--- src/rtl/flash_prot_pkg.sv ---
package flash_prot_pkg;

  localparam logic [7:0]  SAVE_CMD   = 8'h0C;
  localparam logic [31:0] PERM_KEY   = 32'hDEADDEAD;
  localparam int          KEY_EN_BIT = 6;
  localparam int          KEY_BAN_BIT = 5;

  typedef enum logic [2:0] {
    SEL_VOL    = 3'd0,
    SEL_STAGE  = 3'd1,
    SEL_MODE   = 3'd2,
    SEL_KEY_HI = 3'd3,
    SEL_KEY_LO = 3'd4
  } regSel_e;

  typedef struct packed {
    logic loadVol;
    logic loadStage;
    logic loadMode;
    logic loadKeyHi;
    logic loadKeyLo;
    logic commit;
    logic wipe;
  } dpStrobe_t;

endpackage

--- src/rtl/flash_prot_ctrl.sv ---
module flash_prot_ctrl
  import flash_prot_pkg::*;
#(
  parameter int KEY_W = 32
) (
  input  logic             clk,
  input  logic             rstN,
  input  logic             regWe,
  input  logic [2:0]       regSel,
  input  logic             cmdGo,
  input  logic [7:0]       cmdCode,
  input  logic             eraseAll,
  input  logic             keyEnBit,
  input  logic             keyBanBit,
  input  logic [KEY_W-1:0] enteredKey,
  input  logic [KEY_W-1:0] storedKey,
  output dpStrobe_t        strobes,
  output logic             cmdPass,
  output logic             cmdFail
);

  logic isSave;
  logic keyEntryOn;
  logic storeBlank;
  logic storePerm;
  logic keyOk;
  logic failNow;

  assign isSave     = cmdGo && (cmdCode == SAVE_CMD);
  assign keyEntryOn = keyEnBit && !keyBanBit;
  assign storeBlank = &storedKey;
  assign storePerm  = (storedKey == KEY_W'(PERM_KEY));
  assign keyOk      = keyEntryOn && !storePerm && (storeBlank || (enteredKey == storedKey));

  always_comb begin
    strobes           = '0;
    strobes.loadVol   = rstN && regWe && (regSel == SEL_VOL);
    strobes.loadStage = rstN && regWe && (regSel == SEL_STAGE);
    strobes.loadMode  = rstN && regWe && (regSel == SEL_MODE);
    strobes.loadKeyHi = rstN && regWe && (regSel == SEL_KEY_HI);
    strobes.loadKeyLo = rstN && regWe && (regSel == SEL_KEY_LO);
    strobes.wipe      = rstN && eraseAll;
    strobes.commit    = rstN && !eraseAll && isSave && keyOk;
  end

  assign failNow = rstN && !eraseAll && isSave && !keyOk;

  always_ff @(posedge clk) begin
    if (!rstN) begin
      cmdPass <= 1'b0;
      cmdFail <= 1'b0;
    end else begin
      cmdPass <= strobes.commit;
      cmdFail <= failNow;
    end
  end

  assert_pass_fail_exclusive_R5: assert property (@(posedge clk) disable iff (!rstN)
    !(cmdPass && cmdFail));

  assert_save_needs_key_mode_R4: assert property (@(posedge clk) disable iff (!rstN)
    (isSave && !eraseAll && !(keyEnBit && !keyBanBit)) |=> cmdFail);

  assert_other_code_silent_R4: assert property (@(posedge clk) disable iff (!rstN)
    (cmdGo && cmdCode != SAVE_CMD) |=> (!cmdPass && !cmdFail));

  assert_fail_keeps_key_R6: assert property (@(posedge clk) disable iff (!rstN)
    cmdFail |-> $stable(storedKey));

  assert_perm_refuses_R9: assert property (@(posedge clk) disable iff (!rstN)
    (storedKey == KEY_W'(PERM_KEY) && cmdGo && cmdCode == SAVE_CMD && !eraseAll) |=> cmdFail);

endmodule

--- src/rtl/flash_prot_datapath.sv ---
module flash_prot_datapath
  import flash_prot_pkg::*;
#(
  parameter int GROUP_COUNT     = 31,
  parameter int PAGES_PER_GROUP = 4,
  parameter int PAGE_IDX_W      = 7,
  parameter int HALF_W          = 16,
  localparam int WORD_W         = GROUP_COUNT + 1,
  localparam int KEY_W          = 2 * HALF_W,
  localparam int GROUP_SHIFT    = $clog2(PAGES_PER_GROUP),
  localparam int GROUP_IDX_W    = PAGE_IDX_W - GROUP_SHIFT,
  localparam int GROUP_SLOTS    = 2 ** GROUP_IDX_W
) (
  input  logic                  clk,
  input  logic                  rstN,
  input  logic                  blankInitN,
  input  dpStrobe_t             strobes,
  input  logic [WORD_W-1:0]     regWdata,
  input  logic [PAGE_IDX_W-1:0] pageIdx,
  output logic                  keyEnBit,
  output logic                  keyBanBit,
  output logic [KEY_W-1:0]      enteredKey,
  output logic [KEY_W-1:0]      storedKey,
  output logic                  pageWriteProt,
  output logic                  readProt
);

  logic [WORD_W-1:0] volReg;
  logic [WORD_W-1:0] stageReg;
  logic [WORD_W-1:0] armedReg;
  logic [WORD_W-1:0] nvProt;
  logic [KEY_W-1:0]  nvKey;
  logic [HALF_W-1:0] modeReg;
  logic [HALF_W-1:0] keyHiReg;
  logic [HALF_W-1:0] keyLoReg;
  logic [GROUP_SLOTS-1:0]  groupBlocked;
  logic [GROUP_IDX_W-1:0]  groupIdx;

  always_ff @(posedge clk) begin
    if (!rstN) begin
      volReg   <= '1;
      stageReg <= '1;
      modeReg  <= '0;
      keyHiReg <= '0;
      keyLoReg <= '0;
      armedReg <= nvProt;
    end else begin
      if (strobes.wipe) begin
        volReg   <= '1;
        armedReg <= '1;
      end else if (strobes.loadVol) begin
        volReg <= regWdata;
      end
      if (strobes.loadStage) stageReg <= regWdata;
      if (strobes.loadMode)  modeReg  <= regWdata[HALF_W-1:0];
      if (strobes.loadKeyHi) keyHiReg <= regWdata[HALF_W-1:0];
      if (strobes.loadKeyLo) keyLoReg <= regWdata[HALF_W-1:0];
    end
  end

  // persistent store: survives rstN, blanked at power-up or by mass erase
  always_ff @(posedge clk) begin
    if (!blankInitN || strobes.wipe) begin
      nvProt <= '1;
      nvKey  <= '1;
    end else if (strobes.commit) begin
      nvProt <= stageReg;
      nvKey  <= {keyHiReg, keyLoReg};
    end
  end

  assign keyEnBit   = modeReg[KEY_EN_BIT];
  assign keyBanBit  = modeReg[KEY_BAN_BIT];
  assign enteredKey = {keyHiReg, keyLoReg};
  assign storedKey  = nvKey;

  for (genvar g = 0; g < GROUP_SLOTS; g++) begin : gGroup
    if (g < GROUP_COUNT) begin : gReal
      assign groupBlocked[g] = !volReg[g] || !armedReg[g];
    end else begin : gBeyond
      assign groupBlocked[g] = 1'b1;
    end
  end

  assign groupIdx      = pageIdx[PAGE_IDX_W-1:GROUP_SHIFT];
  assign pageWriteProt = groupBlocked[groupIdx];
  assign readProt      = !volReg[WORD_W-1] || !armedReg[WORD_W-1];

  assert_armed_only_at_reset_R7: assert property (@(posedge clk) disable iff (!rstN)
    ($past(rstN) && !$past(strobes.wipe)) |-> $stable(armedReg));

  assert_commit_loads_word_R5: assert property (@(posedge clk) disable iff (!rstN)
    $past(strobes.commit) |-> (nvProt == $past(stageReg)));

  assert_erase_blanks_R10: assert property (@(posedge clk) disable iff (!rstN)
    $past(strobes.wipe) |-> ((&nvKey) && (&nvProt) && (&armedReg) && (&volReg)));

  assert_perm_sticky_R9: assert property (@(posedge clk) disable iff (!rstN)
    ($past(nvKey) == KEY_W'(PERM_KEY) && !$past(strobes.wipe) && $past(blankInitN))
      |-> (nvKey == KEY_W'(PERM_KEY)));

endmodule

--- src/rtl/flash_prot_unit.sv ---
module flash_prot_unit
  import flash_prot_pkg::*;
#(
  parameter int GROUP_COUNT     = 31,
  parameter int PAGES_PER_GROUP = 4,
  parameter int PAGE_IDX_W      = 7,
  parameter int HALF_W          = 16,
  localparam int WORD_W         = GROUP_COUNT + 1,
  localparam int KEY_W          = 2 * HALF_W
) (
  input  logic                  clk,
  input  logic                  rstN,
  input  logic                  blankInitN,
  input  logic                  regWe,
  input  logic [2:0]            regSel,
  input  logic [WORD_W-1:0]     regWdata,
  input  logic                  cmdGo,
  input  logic [7:0]            cmdCode,
  input  logic                  eraseAll,
  input  logic [PAGE_IDX_W-1:0] pageIdx,
  output logic                  pageWriteProt,
  output logic                  readProt,
  output logic                  cmdPass,
  output logic                  cmdFail
);

  dpStrobe_t        strobes;
  logic             keyEnBit;
  logic             keyBanBit;
  logic [KEY_W-1:0] enteredKey;
  logic [KEY_W-1:0] storedKey;

  flash_prot_ctrl #(.KEY_W(KEY_W)) uCtrl (
    .clk        (clk),
    .rstN       (rstN),
    .regWe      (regWe),
    .regSel     (regSel),
    .cmdGo      (cmdGo),
    .cmdCode    (cmdCode),
    .eraseAll   (eraseAll),
    .keyEnBit   (keyEnBit),
    .keyBanBit  (keyBanBit),
    .enteredKey (enteredKey),
    .storedKey  (storedKey),
    .strobes    (strobes),
    .cmdPass    (cmdPass),
    .cmdFail    (cmdFail)
  );

  flash_prot_datapath #(
    .GROUP_COUNT     (GROUP_COUNT),
    .PAGES_PER_GROUP (PAGES_PER_GROUP),
    .PAGE_IDX_W      (PAGE_IDX_W),
    .HALF_W          (HALF_W)
  ) uData (
    .clk           (clk),
    .rstN          (rstN),
    .blankInitN    (blankInitN),
    .strobes       (strobes),
    .regWdata      (regWdata),
    .pageIdx       (pageIdx),
    .keyEnBit      (keyEnBit),
    .keyBanBit     (keyBanBit),
    .enteredKey    (enteredKey),
    .storedKey     (storedKey),
    .pageWriteProt (pageWriteProt),
    .readProt      (readProt)
  );

endmodule

--- config.mk ---
export PLATFORM = sky130hd
export DESIGN_NAME = flash_prot_unit
export DESIGN_NICKNAME = d
export VERILOG_FILES = /design/src/rtl/flash_prot_pkg.sv /design/src/rtl/flash_prot_ctrl.sv /design/src/rtl/flash_prot_datapath.sv /design/src/rtl/flash_prot_unit.sv
export SDC_FILE = /design/constraint.sdc
export NUM_CORES = 1
export LEC_CHECK = 0
export ABC_AREA = 1
export BUFFER_PORTS_ARGS = -buffer_cell sky130_fd_sc_hd__clkbuf_2
export CAP_MARGIN = 20
export CELL_PAD_IN_SITES_DETAIL_PLACEMENT = 0
export CELL_PAD_IN_SITES_GLOBAL_PLACEMENT = 2
export CORE_MARGIN = 5
export CORE_UTILIZATION = 35
export CTS_CLUSTER_SIZE = 40
export DETAILED_ROUTE_END_ITERATION = 6
export PLACE_DENSITY = 0.76
export SLEW_MARGIN = 20
export SYNTH_ARGS = -nofsm -noshare
export SYNTH_HDL_FRONTEND = slang
export SYNTH_HIERARCHICAL = 1
export SYNTH_SLANG_ARGS = --single-unit
--- constraint.sdc ---
create_clock -name clk -period 1.95 [get_ports clk]
set_input_delay 0.39 -clock clk [delete_from_list [all_inputs] [get_ports clk]]
set_output_delay 0.39 -clock clk [all_outputs]
set_load 0.1 [all_outputs]
==> results of run 1 <==
## metrics by stage
step	area (um2)	utilization, %	cells
floorplan	7921	-	1019
global placement	8885	39.60	1365
detailed placement	8885	39.60	1365
CTS	9563	42.63	1400
global route	10100	45.03	1411
finish	10100	45.03	1411
## flip-flops by register name, indices dropped and copies added (netlist names)
register	count
uData/keyLoReg	16
uData/volReg	32
uData/keyHiReg	16
uData/stageReg	32
uData/storedKey	32
uCtrl/cmdFail	1
uData/modeReg	2
uCtrl/cmdPass	1
uData/armedReg	32
uData/nvProt	32
## routing by layer
layer	GRT usage, %	up-vias	share of wire, %
met3	3.182	24	2.9
met2	29.49	97	48
met4	3.950	0	1.6
li1	-	3463	-
met1	22.58	3132	48
met5	0	-	0
## tightest hold or removal path, cell delays in order
cell	delay [ns]
clkbuf_2	0.09
nand2_1	0.05
nand3_1	0.06
## timing repair
| item | CTS | global route |
|---|---|---|
| cloned | 1 | 9 |
| gates resized for setup | 12 | 100 |
| setup buffers | 2 | 3 |
| endpoints found under the setup margin | 45 | 65 |
| pin swaps | 13 | 35 |
| hold endpoints to repair | 0 | 0 |
| hold buffers | 0 | 0 |
## power by group through the flow
stage | logic, mW | clock network, mW | registers, mW
finish | 0.478 | 3.58 | 4.16
global route | 0.526 | 3.85 | 4.17
CTS | 0.477 | 3.68 | 4.16
detailed placement | 0.472 | 0 | 4.26
global placement | 0.471 | 0 | 4.26
floorplan | 0.224 | 0 | 4.25
## layout by cell type, fill, tap and decap left out, types with 23 or more instances in the layout
cell type / n
nand2_1: 323
dfxtp_1: 142
nand3_1: 125
nor2_1: 95
clkbuf_2: 56
inv_1: 55
buf_4: 48
o21ai_0: 34
edfxtp_1: 32
clkbuf_16: 23
## Yosys cell counts, types with 2 or more instances
cell	n	share of area, %
edfxtp_1	32	12
xnor2_1	23	2.5
clkbuf_1	18	0.85
inv_2	3	0.14
or2_1	4	0.32
dfxtp_1	164	41
nand3_1	145	9.2
buf_2	33	2.1
or2_2	10	0.79
nor3_1	4	0.25
o21ai_0	34	2.1
nor4_1	2	0.16
o211ai_1	22	2.1
inv_1	56	2.7
nor2_1	99	4.7
nand2_1	351	17
nand4_1	7	0.55
nor2_2	3	0.24
## kinds of logic after synthesis
| logic type | synth area share (%) |
|---|---|
| flip-flops | 53.58 |
| buffers and inverters | 6.018 |
| AND/OR/NAND/NOR | 33.57 |
| XOR/XNOR | 2.543 |
| AO/OA/AOI/OAI | 4.296 |
## layout make-up
cell class	count	area, um2	area share (%)
sequential	196	4282	42.38
tap	285	356.6	3.530
clock inverter	12	145.1	1.437
multi-input combinational	710	3506	34.70
clock buffer	20	446.7	4.422
inverter	60	227.7	2.254
timing repair buffer	128	1139	11.27
## how the worst max path moves through the flow
stage                        start                   to  slack [ns]  cells after the start
2_1_floorplan           pageIdx[2]        pageWriteProt        0.01                      8
3_3_place_gp   uData/storedKey[24]  uData/storedKey[12]       -0.09                     13
3_5_place_dp   uData/storedKey[24]  uData/storedKey[14]       -0.11                     13
4_1_cts        uData/storedKey[24]  uData/storedKey[15]       -0.06                     14
5_1_grt         uData/armedReg[14]        pageWriteProt       -0.14                      8
6_report        uData/armedReg[26]        pageWriteProt      -0.005                      8
==> impl_metrics.toml, run 1 <==
[worst_setup_path]
cp.required_ns = 1.56
crit_slowest_cell = "edfxtp_1"
cp-start-kind = "flop"
crit_chain = "nand2_1, nor2_1, nor2_1, nand3_1, nand3_2, nand3_1, nand2_2, buf_12"
reg2reg_from = "uData/storedKey[16]"
timing.rr.end = "uData/storedKey[13]"
crit_family = "simple AND/OR/NAND/NOR gates"
path_class = "flop to output pin"
slowest_delay_ns = 0.36
path_buf_inv = 1
arrival_ns = 1.56
worst-r2r-cell-count = 14
r2r_slack_ns = -0.005
crit_path_end_kind = "output pin"
crit_fanout = 1

[timing]
fin_ws_ns = -0.004648
fin_skew_ns = 0.01139
final_max_slew_viol_count = 0
fmax_ghz = 0.5116
period_minus_slack_ns = 1.955
setup_viol = 1
hold_slack_ns = 0.1893
rsz0062_at_grt = "yes"
tns_ns = -0.004648
hold_viol = 0
tightestPinTransition_ns = 0.6789
max_slew_margin_pct = 54.69
fin_crit_sh_pct = 100.2

[cells_and_area]
fillers = 2309
fin_nets = 1169
drive_gt1_share_pct = 23.18
area_delta_synth_final_pct = 27.53
diodes = 0

[flow_run]
cap_violations = 0

[clocking]
cts_root_buffer = "clkbuf_16"
htreeDepth = 4
cts_tree = "built"
clk_path_buf_depth = 2
clock_sink_count = 196
cts_buffers = 17
insertion_delay_ns = 0.43
cts.clk_slew.worst_paths_ns = 0.07

[hold_path]
hold_depth = 3
holdPathEnd = "uData/stageReg[16]"
hold_class = "primary input to flop"
holdCritStartpoint = "regWdata[16]"

[synth]
synth_edf_count = 32
synth_nets = 1075
ys_types = 27
ys_warn_count = 6
ys_ff_latch = 196
synth_cells = 1019
syn_area_um2 = 7921
ys_seq_area_share_pct = 53.58
ys_async_sr_fraction_pct = 0
avgSynthCellArea_um2 = 7.774
synth_flop_cell = "dfxtp_1"

[global_routing]
grt_pass1_vias = 6378
grt_pass1_wl_um = 35170
antenna_found_initial = 0
grt.total_usage_pct = 17.19
globalRouteOverflowTotal = 0
grt_start_max_net_pins = 50

[drt]
drc_errors = 0
vias = 6716
drt_pass1_iterations = 4
drt_first_iter_violations = 381
antenna_left = 0
wl_per_cell_um = 16.33
vias_per_cell = 4.760
routed_wl_um = 23040

[pwr]
p_seq_share_pct = 50.7
ir_worst_vdd_v = 0.0004899
power_density_nw_per_um2 = 813.1
power_frac_comb_pct = 5.8
p_sw_share_pct = 23.85
p_int_mw = 6.255
p_leak_nw = 4.838
power_switching_mw = 1.959
power_mw = 8.215
pwr-share-clk_pct = 43.5

[status]
violations = "negative setup slack"
status = "finished, violations left"

[placed_design]
port_buffers = 57
place_hpwl_um = 13890
place_congestion = 0.7450
pre_cts_ws_ns = -0.1069

[floorplan]
die_w_um = 160.4
rows = 55
die-area_um2 = 25740
ios = 60
chipHeight_um = 160.4
core_um2 = 22430
start_util_pct = 35.31
Note: power is estimated with default switching activity, not from simulation.
==> run 2: changes to the inputs <==
BUFFER_PORTS_ARGS = -buffer_cell sky130_fd_sc_hd__buf_2   (was -buffer_cell sky130_fd_sc_hd__clkbuf_2)
==> impl_metrics.toml, run 2 (synthesis gave the netlist of run 1 again) <==
[status]
status = "finished, violations left"
violations = "negative setup slack"

[cells_and_area]
drive_gt1_share_pct = 29.12
fin_nets = 1183
layout_common_cells = "nand2_1 (295), dfxtp_1 (131), nand3_1 (114), nor2_1 (93), buf_4 (57)"
layout_commonest_cell = "nand2_1"
diodes = 0
fillers = 2269
area_delta_synth_final_pct = 33.36

[placed_design]
pre_cts_ws_ns = -0.1109
place_congestion = 0.7638
place_hpwl_um = 13880
port_buffers = 57

[pwr]
power_density_nw_per_um2 = 772.6
p_leak_nw = 4.829
p_sw_share_pct = 24.99
p_int_mw = 6.122
power_frac_comb_pct = 5.9
ir_worst_vdd_v = 0.0005113
power_switching_mw = 2.040
pwr-share-clk_pct = 43.2
p_seq_share_pct = 50.9

[drt]
vias_per_cell = 4.747
vias = 6765
drc_errors = 0
drt_pass1_iterations = 5
highest_layer = "met4"
drt_first_iter_violations = 305
routed_wl_um = 23610
wl_per_cell_um = 16.57
dr_wl_met2_um = 12030
antenna_left = 0
wl_met3_um = 677
wl_met1_um = 10650

[floorplan]
core_um2 = 22430
die-area_um2 = 25740
die_w_um = 160.4
chipHeight_um = 160.4
ios = 60
rows = 55
start_util_pct = 35.31

[timing]
fin_crit_sh_pct = 103.1
final_max_slew_viol_count = 0
period_minus_slack_ns = 2.011
fmax_ghz = 0.4972
max_slew_margin_pct = 54.21
hold_viol = 0
fin_ws_ns = -0.06121
tns_ns = -1.454
setup_viol = 51
fin_skew_ns = 0.01278
rsz0062_at_grt = "yes"
tightestPinTransition_ns = 0.6862

[worst_setup_path]
crit_path_end_kind = "flop"
r2r_slack_ns = -0.06
cp.required_ns = 2.25
arrival_ns = 2.32
cp-start-kind = "flop"
path_class = "flop to flop"
crit_fanout = 8

[global_routing]
grt_pass1_vias = 6460
grt.total_usage_pct = 17.70
antenna_found_initial = 0
grt_pass1_wl_um = 35790
globalRouteOverflowTotal = 0
grt_start_max_net_pins = 81

[flow_run]
cap_violations = 0

[clocking]
clk_path_buf_depth = 2
cts.clk_slew.worst_paths_ns = 0.08
cts_buffers = 17
clock_sink_count = 196
htreeDepth = 4
cts_root_buffer = "clkbuf_16"
postCtsHoldBufs = 0
insertion_delay_ns = 0.43
cts_tree = "built"

[hold_path]
hold_class = "primary input to flop"
[run 2: changes by cell type in the layout (fill, tap and decap cells not counted), moves of 4 or more]
cell      change
buf_2        +56
buf_4         +9
clkbuf_2     -56
clkinv_4      +4
dfxtp_1      -11
dfxtp_2       +8
nand2_1      -28
nand2_2       +5
nand2_4      +23
nand3_1      -11
nand3_2      +11
xnor2_1       -4
xnor2_2       +4
[run 2: critical path: stages (launching register included)]
cell and delay [ns]:
dfxtp_2 0.40, nand2_1 0.11, nor3_4 0.17, nand3_2 0.12, nand3b_4 0.19, nand2_4 0.09, nand2_4 0.06, nor2_4 0.19
clkinv_4 0.19, clkbuf_16 0.22, nand2_1 0.06, nand3_1 0.07
[run 2: metrics by stage]
step	utilization, %	area, um2	total power [mW]	hold slack [ns]	instances
floorplan	-	7921	4.479	0.4287	1019
global placement	39.65	8895	4.731	0.4377	1368
detailed placement	39.65	8895	4.730	0.4429	1368
CTS	43.45	9748	8.286	0.1582	1411
global route	47.09	10560	8.517	0.1660	1425
finish	47.09	10560	8.162	0.1841	1425
[run 2: what timing repair did]
| action | CTS | global route |
|---|---|---|
| cloned | 4 | 8 |
| gates resized for setup | 33 | 166 |
| hold endpoints to repair | 0 | 0 |
| endpoints found under the setup margin | 50 | 65 |
| setup buffers | 7 | 6 |
| pin swaps | 6 | 31 |
[run 2: worst paths after layout]
path / from / end / cells after the start
worst max-delay path: uData/storedKey[12] / uData/storedKey[10] / 11
worst min-delay path: regWdata[31] / uData/volReg[31] / 3
worst max register to register: uData/storedKey[12] / uData/storedKey[10] / 11
worst min register to register: uData/stageReg[11] / uData/stageReg[11] / 2
[run 2: area by class of cell]
cell class,count,area (um2),share of cell area (%)
clock buffers,17,425.4,4.027
clock inverters,15,165.2,1.563
inverters,60,230.2,2.179
multi-input cells,710,3771,35.70
flip-flops and latches,196,4303,40.73
well taps,285,356.6,3.376
repair buffers,142,1313,12.42
[run 2: per-layer routing]
metal | GRT usage [%] | vias up
met5 | 0 | -
met4 | 3.520 | 0
met3 | 3.516 | 16
met2 | 31.60 | 92
met1 | 22.27 | 3173
li1 | - | 3484
[run 2: power by group through the flow]
stage	logic (mW)	registers, mW	clock network, mW
6_report	0.479	4.16	3.53
5_1_grt	0.527	4.16	3.83
4_1_cts	0.476	4.16	3.65
3_5_place_dp	0.472	4.26	0
3_3_place_gp	0.473	4.26	0
2_1_floorplan	0.224	4.25	0
